**src/rtl/cft_pkg.sv**
```systemverilog
package cft_pkg;
    parameter int PTR_W   = 64;
    parameter int OFF_W   = 28;
    parameter int ALIGN_W = 4;
    parameter int SIZE_W  = 20;
    parameter int VEC_W   = 64;
    parameter int NARROW_W = 32;

    localparam int WIDE_IDX_W   = $clog2(VEC_W);
    localparam int NARROW_IDX_W = $clog2(NARROW_W);

    typedef enum logic [1:0] {
        MODE_SPAN   = 2'b00,
        MODE_VEC32  = 2'b01,
        MODE_VEC64  = 2'b10,
        MODE_SOLO   = 2'b11
    } cft_mode_e;

    typedef enum logic [1:0] {
        VERD_NONE = 2'b00,
        VERD_PASS = 2'b01,
        VERD_TRAP = 2'b10,
        VERD_JUMP = 2'b11
    } cft_verdict_e;

    typedef struct packed {
        logic [PTR_W-1:0]  idx;
        logic [SIZE_W-1:0] size;
        cft_mode_e         mode;
        logic [VEC_W-1:0]  vec;
        logic              solo_hit;
        logic              trap_sel;
        logic [PTR_W-1:0]  handler;
    } cft_stage_t;
endpackage

```
**src/rtl/cft_addr_gen.sv**
```systemverilog
module cft_addr_gen
    import cft_pkg::*;
#(
    parameter int P_W = PTR_W,
    parameter int O_W = OFF_W
) (
    input  logic [P_W-1:0] pc,
    input  logic [O_W-1:0] base_off,
    input  logic [O_W-1:0] fail_off,
    output logic [P_W-1:0] base_addr,
    output logic [P_W-1:0] handler,
    output logic           trap_sel
);
    localparam int EXT_W = P_W - O_W;

    logic [P_W-1:0] base_ext;
    logic [P_W-1:0] fail_ext;

    always_comb begin
        base_ext  = {{EXT_W{base_off[O_W-1]}}, base_off};
        fail_ext  = {{EXT_W{fail_off[O_W-1]}}, fail_off};
        base_addr = pc + base_ext;
        handler   = pc + fail_ext;
        trap_sel  = (fail_off == '0);
    end
endmodule

```
**src/rtl/cft_index_rot.sv**
```systemverilog
module cft_index_rot
    import cft_pkg::*;
#(
    parameter int P_W = PTR_W,
    parameter int A_W = ALIGN_W
) (
    input  logic [P_W-1:0] ptr,
    input  logic [P_W-1:0] base_addr,
    input  logic [A_W-1:0] align,
    output logic [P_W-1:0] idx,
    output logic           solo_hit
);
    logic [P_W-1:0]   diff;
    logic [2*P_W-1:0] twin;

    always_comb begin
        diff     = ptr - base_addr;
        twin     = {diff, diff} >> align;
        idx      = twin[P_W-1:0];
        solo_hit = (ptr == base_addr);
    end
endmodule

```
**src/rtl/cft_verdict.sv**
```systemverilog
module cft_verdict
    import cft_pkg::*;
(
    input  cft_stage_t    stage,
    output cft_verdict_e  code,
    output logic [PTR_W-1:0] target
);
    logic in_span;
    logic narrow_ok;
    logic wide_ok;
    logic member;

    always_comb begin
        in_span   = (stage.idx < {{(PTR_W-SIZE_W){1'b0}}, stage.size});
        narrow_ok = (stage.idx < PTR_W'(NARROW_W)) &&
                    stage.vec[stage.idx[NARROW_IDX_W-1:0]];
        wide_ok   = (stage.idx < PTR_W'(VEC_W)) &&
                    stage.vec[stage.idx[WIDE_IDX_W-1:0]];
        unique case (stage.mode)
            MODE_SPAN:  member = in_span;
            MODE_VEC32: member = in_span && narrow_ok;
            MODE_VEC64: member = in_span && wide_ok;
            MODE_SOLO:  member = stage.solo_hit;
            default:    member = 1'b0;
        endcase
        if (member) begin
            code   = VERD_PASS;
            target = '0;
        end else if (stage.trap_sel) begin
            code   = VERD_TRAP;
            target = '0;
        end else begin
            code   = VERD_JUMP;
            target = stage.handler;
        end
    end
endmodule

```
**src/rtl/cft_guard.sv**
```systemverilog
module cft_guard
    import cft_pkg::*;
(
    input  logic               clk,
    input  logic               rst_n,
    input  logic               in_valid,
    output logic               in_ready,
    input  logic [PTR_W-1:0]   in_ptr,
    input  logic [PTR_W-1:0]   in_pc,
    input  logic [OFF_W-1:0]   in_base_off,
    input  logic [ALIGN_W-1:0] in_align,
    input  logic [SIZE_W-1:0]  in_size,
    input  logic [VEC_W-1:0]   in_vec,
    input  logic [1:0]         in_mode,
    input  logic [OFF_W-1:0]   in_fail_off,
    output logic               out_valid,
    input  logic               out_ready,
    output logic [1:0]         out_code,
    output logic [PTR_W-1:0]   out_target
);
    logic             advance;
    logic [PTR_W-1:0] base_addr;
    logic [PTR_W-1:0] handler;
    logic             trap_sel;
    logic [PTR_W-1:0] idx;
    logic             solo_hit;
    cft_stage_t       s1_next;
    cft_stage_t       s1_q;
    logic             s1_valid;
    cft_verdict_e     v_code;
    logic [PTR_W-1:0] v_target;

    cft_addr_gen u_addr (
        .pc        (in_pc),
        .base_off  (in_base_off),
        .fail_off  (in_fail_off),
        .base_addr (base_addr),
        .handler   (handler),
        .trap_sel  (trap_sel)
    );

    cft_index_rot u_rot (
        .ptr       (in_ptr),
        .base_addr (base_addr),
        .align     (in_align),
        .idx       (idx),
        .solo_hit  (solo_hit)
    );

    always_comb begin
        advance          = !out_valid || out_ready;
        in_ready         = advance;
        s1_next.idx      = idx;
        s1_next.size     = in_size;
        s1_next.mode     = cft_mode_e'(in_mode);
        s1_next.vec      = in_vec;
        s1_next.solo_hit = solo_hit;
        s1_next.trap_sel = trap_sel;
        s1_next.handler  = handler;
    end

    always_ff @(posedge clk or negedge rst_n) begin
        if (!rst_n) begin
            s1_valid <= 1'b0;
            s1_q     <= '0;
        end else if (advance) begin
            s1_valid <= in_valid;
            if (in_valid) begin
                s1_q <= s1_next;
            end
        end
    end

    cft_verdict u_verd (
        .stage  (s1_q),
        .code   (v_code),
        .target (v_target)
    );

    always_ff @(posedge clk or negedge rst_n) begin
        if (!rst_n) begin
            out_valid  <= 1'b0;
            out_code   <= VERD_NONE;
            out_target <= '0;
        end else if (advance) begin
            out_valid  <= s1_valid;
            out_code   <= s1_valid ? v_code : VERD_NONE;
            out_target <= s1_valid ? v_target : '0;
        end
    end
endmodule

```
**config.mk**
```make
export PLATFORM = sky130hd
export DESIGN_NAME = cft_guard
export DESIGN_NICKNAME = d
export VERILOG_FILES = /design/src/rtl/cft_pkg.sv /design/src/rtl/cft_addr_gen.sv /design/src/rtl/cft_index_rot.sv /design/src/rtl/cft_verdict.sv /design/src/rtl/cft_guard.sv
export SDC_FILE = /design/constraint.sdc
export NUM_CORES = 1
export LEC_CHECK = 0
export ABC_CLOCK_PERIOD_IN_PS = 4600
export BUFFER_PORTS_ARGS = -buffer_cell sky130_fd_sc_hd__buf_4
export CAP_MARGIN = 5
export CELL_PAD_IN_SITES_DETAIL_PLACEMENT = 0
export CELL_PAD_IN_SITES_GLOBAL_PLACEMENT = 1
export CORE_MARGIN = 2
export CORE_UTILIZATION = 35
export DETAILED_ROUTE_END_ITERATION = 6
export HOLD_SLACK_MARGIN = 0.15
export MAX_ROUTING_LAYER = met4
export PLACE_DENSITY = 0.67
export REMOVE_ABC_BUFFERS = 1
export SLEW_MARGIN = 10
export SYNTH_ARGS = -nofsm -noshare
export SYNTH_HDL_FRONTEND = slang
export SYNTH_SLANG_ARGS = --single-unit
```
**constraint.sdc**
```tcl
create_clock -name clk -period 4.6 [get_ports clk]
set_clock_uncertainty 0.1 [all_clocks]
set_input_delay 0.92 -clock clk [delete_from_list [all_inputs] [get_ports clk]]
set_output_delay 0.92 -clock clk [all_outputs]
set_load 0.05 [all_outputs]
```
# [Yosys cells after proc, flatten, opt, wreduce, memory -nomap -nowiden]
# Index checks and enable logic that the tools add are counted.
[totals] reg_bits=284 latch_bits=0 ramBits=0 mem_bits_ro=0 input_bits=278 output_inout_bits=68 word_cells=44 memories=0
[op_classes] add_sub_neg=3 mul=0 div=0 magnitude_cmp=5 eq_ne=4 n_shift=1 n_mux=11 n_bitwise=0 reduce_logical=9
[op_table] cell="64-bit 2-to-1 mux" n=3
[op_table] cell="64-bit adder" n=2
[op_table] cell="128-bit by 4-bit >> shifter with 64-bit output" n=1
[op_table] cell="64-bit == test" n=1
[op_table] cell="64-bit by 20-bit < comparator with 1-bit output" n=1
[op_table] cell="64-bit by 6-bit < comparator with 1-bit output (second input constant)" n=1
[op_table] cell="64-bit by 7-bit < comparator with 1-bit output (second input constant)" n=1
[op_table] cell="64-bit subtractor" n=1
[op_table] cell="28-bit zero test" n=1
[op_table] cell="5-bit by 7-bit < comparator with 1-bit output (second input constant)" n=1
[op_table] cell="6-bit by 7-bit < comparator with 1-bit output (second input constant)" n=1
[op_table] cell="1-bit binary-select mux with 6-bit select" n=1
[op_table] cell="1-bit binary-select mux with 5-bit select" n=1
[op_table] cell="2-bit == test (second input constant)" n=2
[op_table] cell="1-bit logical AND" n=4
[op_table] cell="2-bit 2-to-1 mux" n=2
[op_table] cell="1-bit case mux with 4 select lines" n=1
[op_table] cell="1-bit 2-to-1 mux" n=3
[op_table] cell="2-bit by 1-bit == test with 1-bit output (second input constant)" n=1
[op_table] cell="2-bit zero test" n=1
[op_table] cell="2-bit AND reduction" n=1
[op_table] cell="1-bit zero test" n=1
[op_table] cell="1-bit logical OR" n=1

# [Logic depth before layout (Yosys ltp)]
# Gate-level depths: netlist (run 1).
[depth] ltp_word=7 depth_mapped=28 mapped_depth_nobuf=26

# [Cells and area by module]
# A second synthesis (run 1) with hierarchy kept.
[hier_totals] hier_cells=3354 hier_area_um2=28766.3
[by_module_without_submodules] mod="cft_guard" instances=1 cells_each=750 area_each_um2=11120.7 seq_area_each_um2=7106.8
[by_module_without_submodules] mod="cft_index_rot" instances=1 cells_each=1203 area_each_um2=8002.7 seq_area_each_um2=0.0
[by_module_without_submodules] mod="cft_addr_gen" instances=1 cells_each=1088 area_each_um2=7329.5 seq_area_each_um2=0.0
[by_module_without_submodules] mod="cft_verdict" instances=1 cells_each=313 area_each_um2=2313.5 seq_area_each_um2=0.0

# [Worst setup path before layout (run 1)]
# OpenSTA, ideal clock, no wires.
[synth_timing] path_type="input port to flip-flop" startpoint="in in_pc[0]" endpoint="reg s1_q[191] (netlist bit)" setup_ns=0.126 arrival_ns=6.444 t_required_ns=4.374 slack_ns=-2.070 stages=27 n_path_buf=1 path_cell_list="ha_1 inv_1 fa_1 nor2b_1 o2111ai_1 a21boi_0 a31oi_1 o21ai_0 a41oi_1 o21bai_1 a21oi_1 o311ai_0 a21oi_1 xor2_1 ha_1 clkbuf_2 nand2_1 nor4_2 and4_1 a21boi_1 a211oi_1 xnor2_1 inv_1 mux4_2 mux2_2 and2_0 a221o_1"
[synth_between] elab_chain_len=3
[synth_rtl] element="start, declared" line_no="cft_guard.sv:9" source="input logic [PTR_W-1:0] in_pc,"
[synth_rtl] element="64-bit adder" line_no="cft_addr_gen.sv:22" source="base_addr = pc + base_ext;"
[synth_rtl] element="64-bit subtractor" line_no="cft_index_rot.sv:17" source="diff = ptr - base_addr;"
[synth_rtl] element="128-bit by 4-bit >> shifter with 64-bit output" line_no="cft_index_rot.sv:18" source="twin = {diff, diff} >> align;"
[synth_rtl] element="end signal, assigned" line_no="cft_guard.sv:69" source="s1_q <= s1_next;"
[synth_rtl] element="end, declared" line_no="cft_guard.sv:28" source="cft_stage_t s1_q;"
# Every way passes these cells.
# A chain may end at the register's enable or synchronous reset.

# [Final worst setup path (run 1)]
[layout_timing] startpoint="in in_base_off[0]" endpoint="reg s1_q[189] (netlist bit)"
[layout_between] elab_chain_len=3
[layout_rtl] element="start, declared" line_no="cft_guard.sv:10" source="input logic [OFF_W-1:0] in_base_off,"
[layout_rtl] element="64-bit adder" line_no="cft_addr_gen.sv:22"
[layout_rtl] element="64-bit subtractor" line_no="cft_index_rot.sv:17"
[layout_rtl] element="128-bit by 4-bit >> shifter with 64-bit output" line_no="cft_index_rot.sv:18"
# Every way passes these cells.

==> results of run 1 <==
-- per-layer routing --
metal / GRT usage, % / vias up
li1: - / 14400
met1: 34.46 / 13830
met2: 44.45 / 731
met3: 3.129 / 223
met4: 11.62 / 0
met5: - / -
-- cells in the final DEF (no fill, tap or decap), types with 16 or more instances in the layout --
master / instances
buf_6: 93
mux2i_1: 27
a211oi_1: 28
nand2b_1: 22
o21bai_1: 28
buf_4: 1121
nand3_1: 58
inv_1: 82
o21ai_1: 34
nand4_1: 66
clkbuf_16: 37
a31oi_1: 24
nor4_1: 24
and3_1: 21
mux4_2: 29
nand2_1: 530
a21o_1: 107
a21oi_1: 183
a221o_1: 24
o211ai_1: 29
nand2_2: 20
o221ai_1: 16
o21ai_0: 184
xor2_1: 59
a211oi_2: 19
xnor2_1: 76
a21oi_2: 50
dfrtp_1: 284
nor2_1: 182
ha_1: 174
o21ai_2: 25
nor3_1: 42
nor2_2: 16
a22o_1: 68
ha_4: 31
mux2_2: 16
o21a_1: 36
-- cells by family (layout without fill, tap and decap cells) --
logic type      count (synthesis)  count (layout)  synth area share [%]
flops                         284             284                 26.87
xor+xnor                      168             168                 5.564
simple gates                 1134            1134                 19.20
buf+inv                       280            1377                 4.268
compound gates               1109            1109                 28.28
mux                           108             108                 5.607
other cells                     0               8                     0
fa+ha+maj                     214             214                 10.21
-- how the worst max path moves through the flow --
stage | slack [ps] | start | endpoint
global route | -1630 | in_base_off[0] | s1_q[185]
global placement | -3100 | in_pc[0] | s1_q[201]
detailed placement | -3150 | in_pc[0] | s1_q[201]
finish | -1410 | in_base_off[0] | s1_q[189]
floorplan | -6350 | out_ready | s1_q[163]
CTS | -1400 | in_base_off[0] | s1_q[191]
-- cell type report --
| class | count | area (um^2) |
|---|---|---|
| multi-input combinational | 2733 | 21510 |
| timing repair buffer | 1225 | 9678 |
| tap | 969 | 1212 |
| antenna | 8 | 20.02 |
| fill | 7004 | 33570 |
| clock buffer | 51 | 1028 |
| sequential | 284 | 7107 |
| clock inverter | 12 | 108.9 |
| inverter | 89 | 334.1 |
-- power by group --
group          internal (mW)  leakage, nW  switching, mW  total, mW
clock                   1.62        0.555           1.19       2.81
combinational           5.25         15.0           5.67       10.9
sequential              3.08         3.55          0.414       3.50
-- registers in the layout, indices dropped and copies added (netlist names) --
name and cells:
out_target 64, s1_q 216, out_code 2, out_valid 1, s1_valid 1
-- cells in the mapped netlist, types with 48 or more instances --
| library cell | count | area share [%] |
|---|---|---|
| nand2_1 | 558 | 7.9 |
| dfrtp_1 | 284 | 27 |
| a21oi_1 | 247 | 4.7 |
| o21ai_0 | 241 | 4.6 |
| ha_1 | 211 | 10 |
| nor2_1 | 207 | 2.9 |
| clkbuf_1 | 151 | 2.1 |
| a21o_1 | 109 | 3.1 |
| xnor2_1 | 95 | 3.1 |
| inv_1 | 87 | 1.2 |
| xor2_1 | 73 | 2.4 |
| nand3_1 | 69 | 1.3 |
| a22o_1 | 68 | 2.3 |
| nand4_1 | 66 | 1.6 |
| nor3_1 | 63 | 1.2 |
| a211oi_1 | 52 | 1.5 |
| mux2i_1 | 48 | 1.8 |
-- critical path: cells and delay by family --
kind,cells,cell delay (ps)
compound gates,15,2410
xor+xnor,1,170
mux,1,300
buf+inv,7,860
fa+ha+maj,3,800
simple gates,4,830
-- timing repair --
action | CTS | global route
resized for setup | 351 | 396
buffers inserted | 46 | 79
pin swaps | 165 | 229
hold buffers | 0 | 0
endpoints found under the setup margin | 65 | 65
==> flow_summary.json, run 1 <==
{
  "status": "finished with violations",
  "violations": "setup timing",
  "avgSynthCellArea_um2": 8.021,
  "post-route-util_pct": 54.98,
  "drtPass1Iterations": 5,
  "max-cap-violations": 0,
  "setup-violations-final": 65,
  "final_cell_count_no_fill": 5371,
  "wl_met1_mm": 47.33,
  "min_period_ps": 6005,
  "reg2reg_slack_ps": 710,
  "min_period_over_period_pct": 130.6,
  "antenna_left": 0,
  "hold_ws_ps": 214.3,
  "tightest_slew_ps": 1041,
  "timing.setup.tns_ps": -74910,
  "cts_tree": "built",
  "wl_met3_mm": 4.338,
  "clock_path_buffers": 3,
  "gp_congestion": 0.9584,
  "grt-ovfl-total": 0,
  "track_usage_pct": 27.34,
  "die_h_um": 278.9,
  "die_x_um": 278.9,
  "synth_edf_count": 0,
  "yosysSeqAreaShare_pct": 26.87,
  "drive_gt1_share_pct": 41.42,
  "syn_area_mm2": 0.02645,
  "final_nets": 4862,
  "grt_pass1_wl_mm": 163.9,
  "core_area_mm2": 0.07457,
  "critPathRequiredTime_ps": 4930,
  "ir_drop_uv": 264.8,
  "dpl_cell_area_mm2": 0.03537,
  "crit_fanout": 4,
  "dp_cells": 5195,
  "post-place-ws_ps": -3149,
  "power_density_mw_per_mm2": 420.2,
  "hold_path_class": "in -> async",
  "clk_pin_slew_ps": 60,
  "slowest_stage": "fa_2",
  "slew_headroom_pct": 30.09,
  "max_freq_ghz": 0.1665,
  "num_rows": 100,
  "path_class": "in -> reg",
  "drc_errors": 0,
  "routed_via_density": 5.434,
  "synthCells": 3297,
  "ys_types": 89,
  "start_util_pct": 35.46,
  "grt_antenna_before_repair": 8,
  "grt_max_degree": 83,
  "end_kind": "flip-flop",
  "total_power_mw": 17.23,
  "die-area_mm2": 0.07777,
  "clk_latency_ps": 580,
  "r2r_cells": 13,
  "htreeDepth": 2,
  "hpwl_mm": 85.15,
  "synthArstFlopShare_pct": 100.0,
  "worstPathArrival_ps": 6330,
  "routed_wl_mm": 107.6,
  "avgRoutedWirePerCell_um": 20.03,
  "io_pins": 346,
  "numCtsBuffers": 37,
  "timing.rr.end": "out_target[34]",
  "r2r_start": "s1_q[152]",
  "rsz0062_at_grt": "yes",
  "ys_ff_latch": 284,
  "cts_sinks": 284,
  "grt_pass1_vias": 29010,
  "synthFlopType": "dfrtp_1",
  "hold_viol_final": 0,
  "start_kind": "input port",
  "max_stage_delay_ps": 360,
  "yosysWarnings": 0,
  "area_growth_pct": 55.04,
  "leakage_nw": 19.09,
  "vias": 29190,
  "wl_met2_mm": 50.83,
  "fin_area_mm2": 0.04100,
  "drv_slew": 0,
  "root_buffer": "clkbuf_16",
  "path_common_cell": "buf_6",
  "portBuffers": 345,
  "highest_layer": "met4",
  "dr.first_iter.drc_count": 1696,
  "setup_ws_ps": -1405
}
Power figures use the tool's default switching activity.
==> inputs of run 2 (changes only) <==
CORE_UTILIZATION = 30   (was 35)
PLACE_DENSITY = 0.59   (was 0.67)
==> run 2 against run 1 <==
The flow still finishes with violations (setup timing). Critical path type unchanged. Combinational power is essentially flat. Setup slack lost 81 ps. Die area grew 16%. Flip-flop and latch count did not move. Critical endpoint is now s1_q[200]. Global-route usage down 2.4 points. Sequential power about the same. Count of clock-buffer cells in the layout decreased by 1.
==> flow_summary.json, run 2 (synthesis gave the netlist of run 1 again) <==
{
  "leakage_nw": 19.22,
  "start_kind": "input port",
  "antenna_left": 0,
  "end_kind": "flip-flop",
  "gp_congestion": 0.9312,
  "final_cell_count_no_fill": 5571,
  "setup-violations-final": 65,
  "num_rows": 108,
  "io_pins": 346,
  "top_register": "s1_q",
  "clk_pin_slew_ps": 60,
  "die-area_mm2": 0.09054,
  "largest_register_ffs": 216,
  "hpwl_mm": 88.81,
  "routed_wl_mm": 112.3,
  "avgRoutedWirePerCell_um": 20.16,
  "hold_viol_final": 0,
  "htreeDepth": 2,
  "grt_pass1_vias": 29440,
  "start_util_pct": 30.39,
  "max_freq_ghz": 0.1643,
  "cts_sinks": 284,
  "clock_path_buffers": 3,
  "final_nets": 4880,
  "timing.setup.tns_ps": -76380,
  "violations": "setup timing",
  "track_usage_pct": 24.95,
  "routed_via_density": 5.235,
  "core_area_mm2": 0.08702,
  "area_growth_pct": 55.99,
  "clk_latency_ps": 590,
  "cts_tree": "built",
  "drv_slew": 0,
  "path_class": "in -> reg",
  "hold_buffers": 0,
  "layout_commonest_cell": "buf_4",
  "root_buffer": "clkbuf_16",
  "grt_max_degree": 111,
  "min_period_over_period_pct": 132.3,
  "status": "finished with violations",
  "vias": 29160,
  "die_x_um": 300.9,
  "worstPathArrival_ps": 6440,
  "ir_drop_uv": 306.7,
  "rsz0062_at_grt": "yes",
  "drtPass1Iterations": 5,
  "most-common-layout-cells": "buf_4 (1154), nand2_1 (532), dfrtp_1 (284)",
  "crit_fanout": 4,
  "grt-ovfl-total": 0,
  "drc_errors": 0,
  "power_density_mw_per_mm2": 422.7,
  "hold_path_class": "in -> async",
  "numCtsBuffers": 37,
  "portBuffers": 345,
  "dr.first_iter.drc_count": 1761,
  "die_h_um": 300.9,
  "min_period_ps": 6087,
  "grt_antenna_before_repair": 3,
  "slew_headroom_pct": 45.34,
  "max-cap-violations": 0,
  "tightest_slew_ps": 813.6,
  "setup_ws_ps": -1487,
  "dp_cells": 5382,
  "largestRegisters": "s1_q (216), out_target (64), out_code (2)",
  "critPathRequiredTime_ps": 4950,
  "grt_pass1_wl_mm": 172.9,
  "drive_gt1_share_pct": 41.48
}
-- run 2: changes by cell type in the layout (fill, tap and decap cells not counted), moves of 7 or more --
| cell | previous run | this run |
|---|---|---|
| o221ai_2 | 11 | 18 |
| ha_4 | 31 | 17 |
| xor2_2 | 12 | 5 |
| ha_1 | 174 | 188 |
| buf_6 | 93 | 73 |
| buf_4 | 1121 | 1154 |
-- run 2: area by class of cell --
type | instances | area [um^2]
antenna | 2 | 5.005
sequential | 284 | 7107
timing repair buffer | 1243 | 9781
fill | 8682 | 45770
tap | 1155 | 1445
clock buffer | 50 | 1065
inverter | 89 | 336.6
clock inverter | 15 | 191.4
multi-input combinational | 2733 | 21320
-- run 2: final timing paths --
check / start / end / slack (ps) / cells after the start
worst max-delay path: in_pc[21] / s1_q[200] / -1490 / 28
worst min-delay path: rst_n / s1_q[106] / 190 / 1
worst max register to register: s1_q[201] / out_target[62] / 820 / 9
worst min register to register: s1_q[84] / s1_q[84] / 370 / 2
max in group asynchronous: rst_n / s1_q[213] / 3220 / 2
min in group clk: s1_q[84] / s1_q[84] / 370 / 2
-- run 2: critical path, stage by stage --
cell       delay, ps
buf_4            130
ha_4             240
a211o_1          290
a2111oi_4        300
buf_4            170
o21bai_2          80
a221o_1          350
nand2_1           90
o21ai_1           60
buf_4            150
a21oi_4          180
a2111oi_4         90
buf_4            170
or3_4            370
xnor2_1          130
ha_2             390
nand4_1          200
or3_4            450
nor3_2           180
buf_4            160
buf_4            100
o21ai_0           70
nor3b_2          150
buf_4            160
nor2_1           120
a22oi_2          120
a211o_1          310
a221o_1          280
-- run 2: routing by layer --
metal	routed length, um	global-route usage, %	up-vias	share of wire, %
li1	-	-	14440	-
met1	49890	31.74	13970	44
met2	55240	42.48	593	49
met3	3633	1.912	160	3.2
met4	3543	6.941	0	3.2
met5	0	-	-	0
-- run 2: power breakdown --
group,internal [mW],switching [mW],total (mW),leakage (nW)
logic,5.27,5.69,11.0,15.1
clock network,1.71,1.27,2.98,0.611
registers,3.08,0.414,3.49,3.55
total,10.1,7.38,17.4,19.2
-- run 2: through the flow --
| stage | power, mW | utilization, % | hold slack, ps | instance area, um^2 | worst slack [ps] |
|---|---|---|---|---|---|
| 6_report | 17.44 | 47.40 | 189.7 | 41250 | -1487 |
| 5_1_grt | 18.50 | 47.40 | 241.6 | 41250 | -1794 |
| 4_1_cts | 16.65 | 45.47 | 205.6 | 39570 | -1469 |
| 3_5_place_dp | 12.41 | 40.98 | 357.6 | 35660 | -2792 |
| 3_3_place_gp | 12.40 | 40.98 | 351.4 | 35660 | -2843 |
| 2_1_floorplan | 8.210 | - | 339.6 | 25650 | -6346 |
-- run 2: timing repair --
| item | CTS | global route |
|---|---|---|
| setup buffers | 88 | 60 |
| endpoints found under the hold margin | 0 | 0 |
| gates resized for setup | 454 | 258 |
| endpoints found under the setup margin | 65 | 65 |
| pin swaps | 218 | 166 |
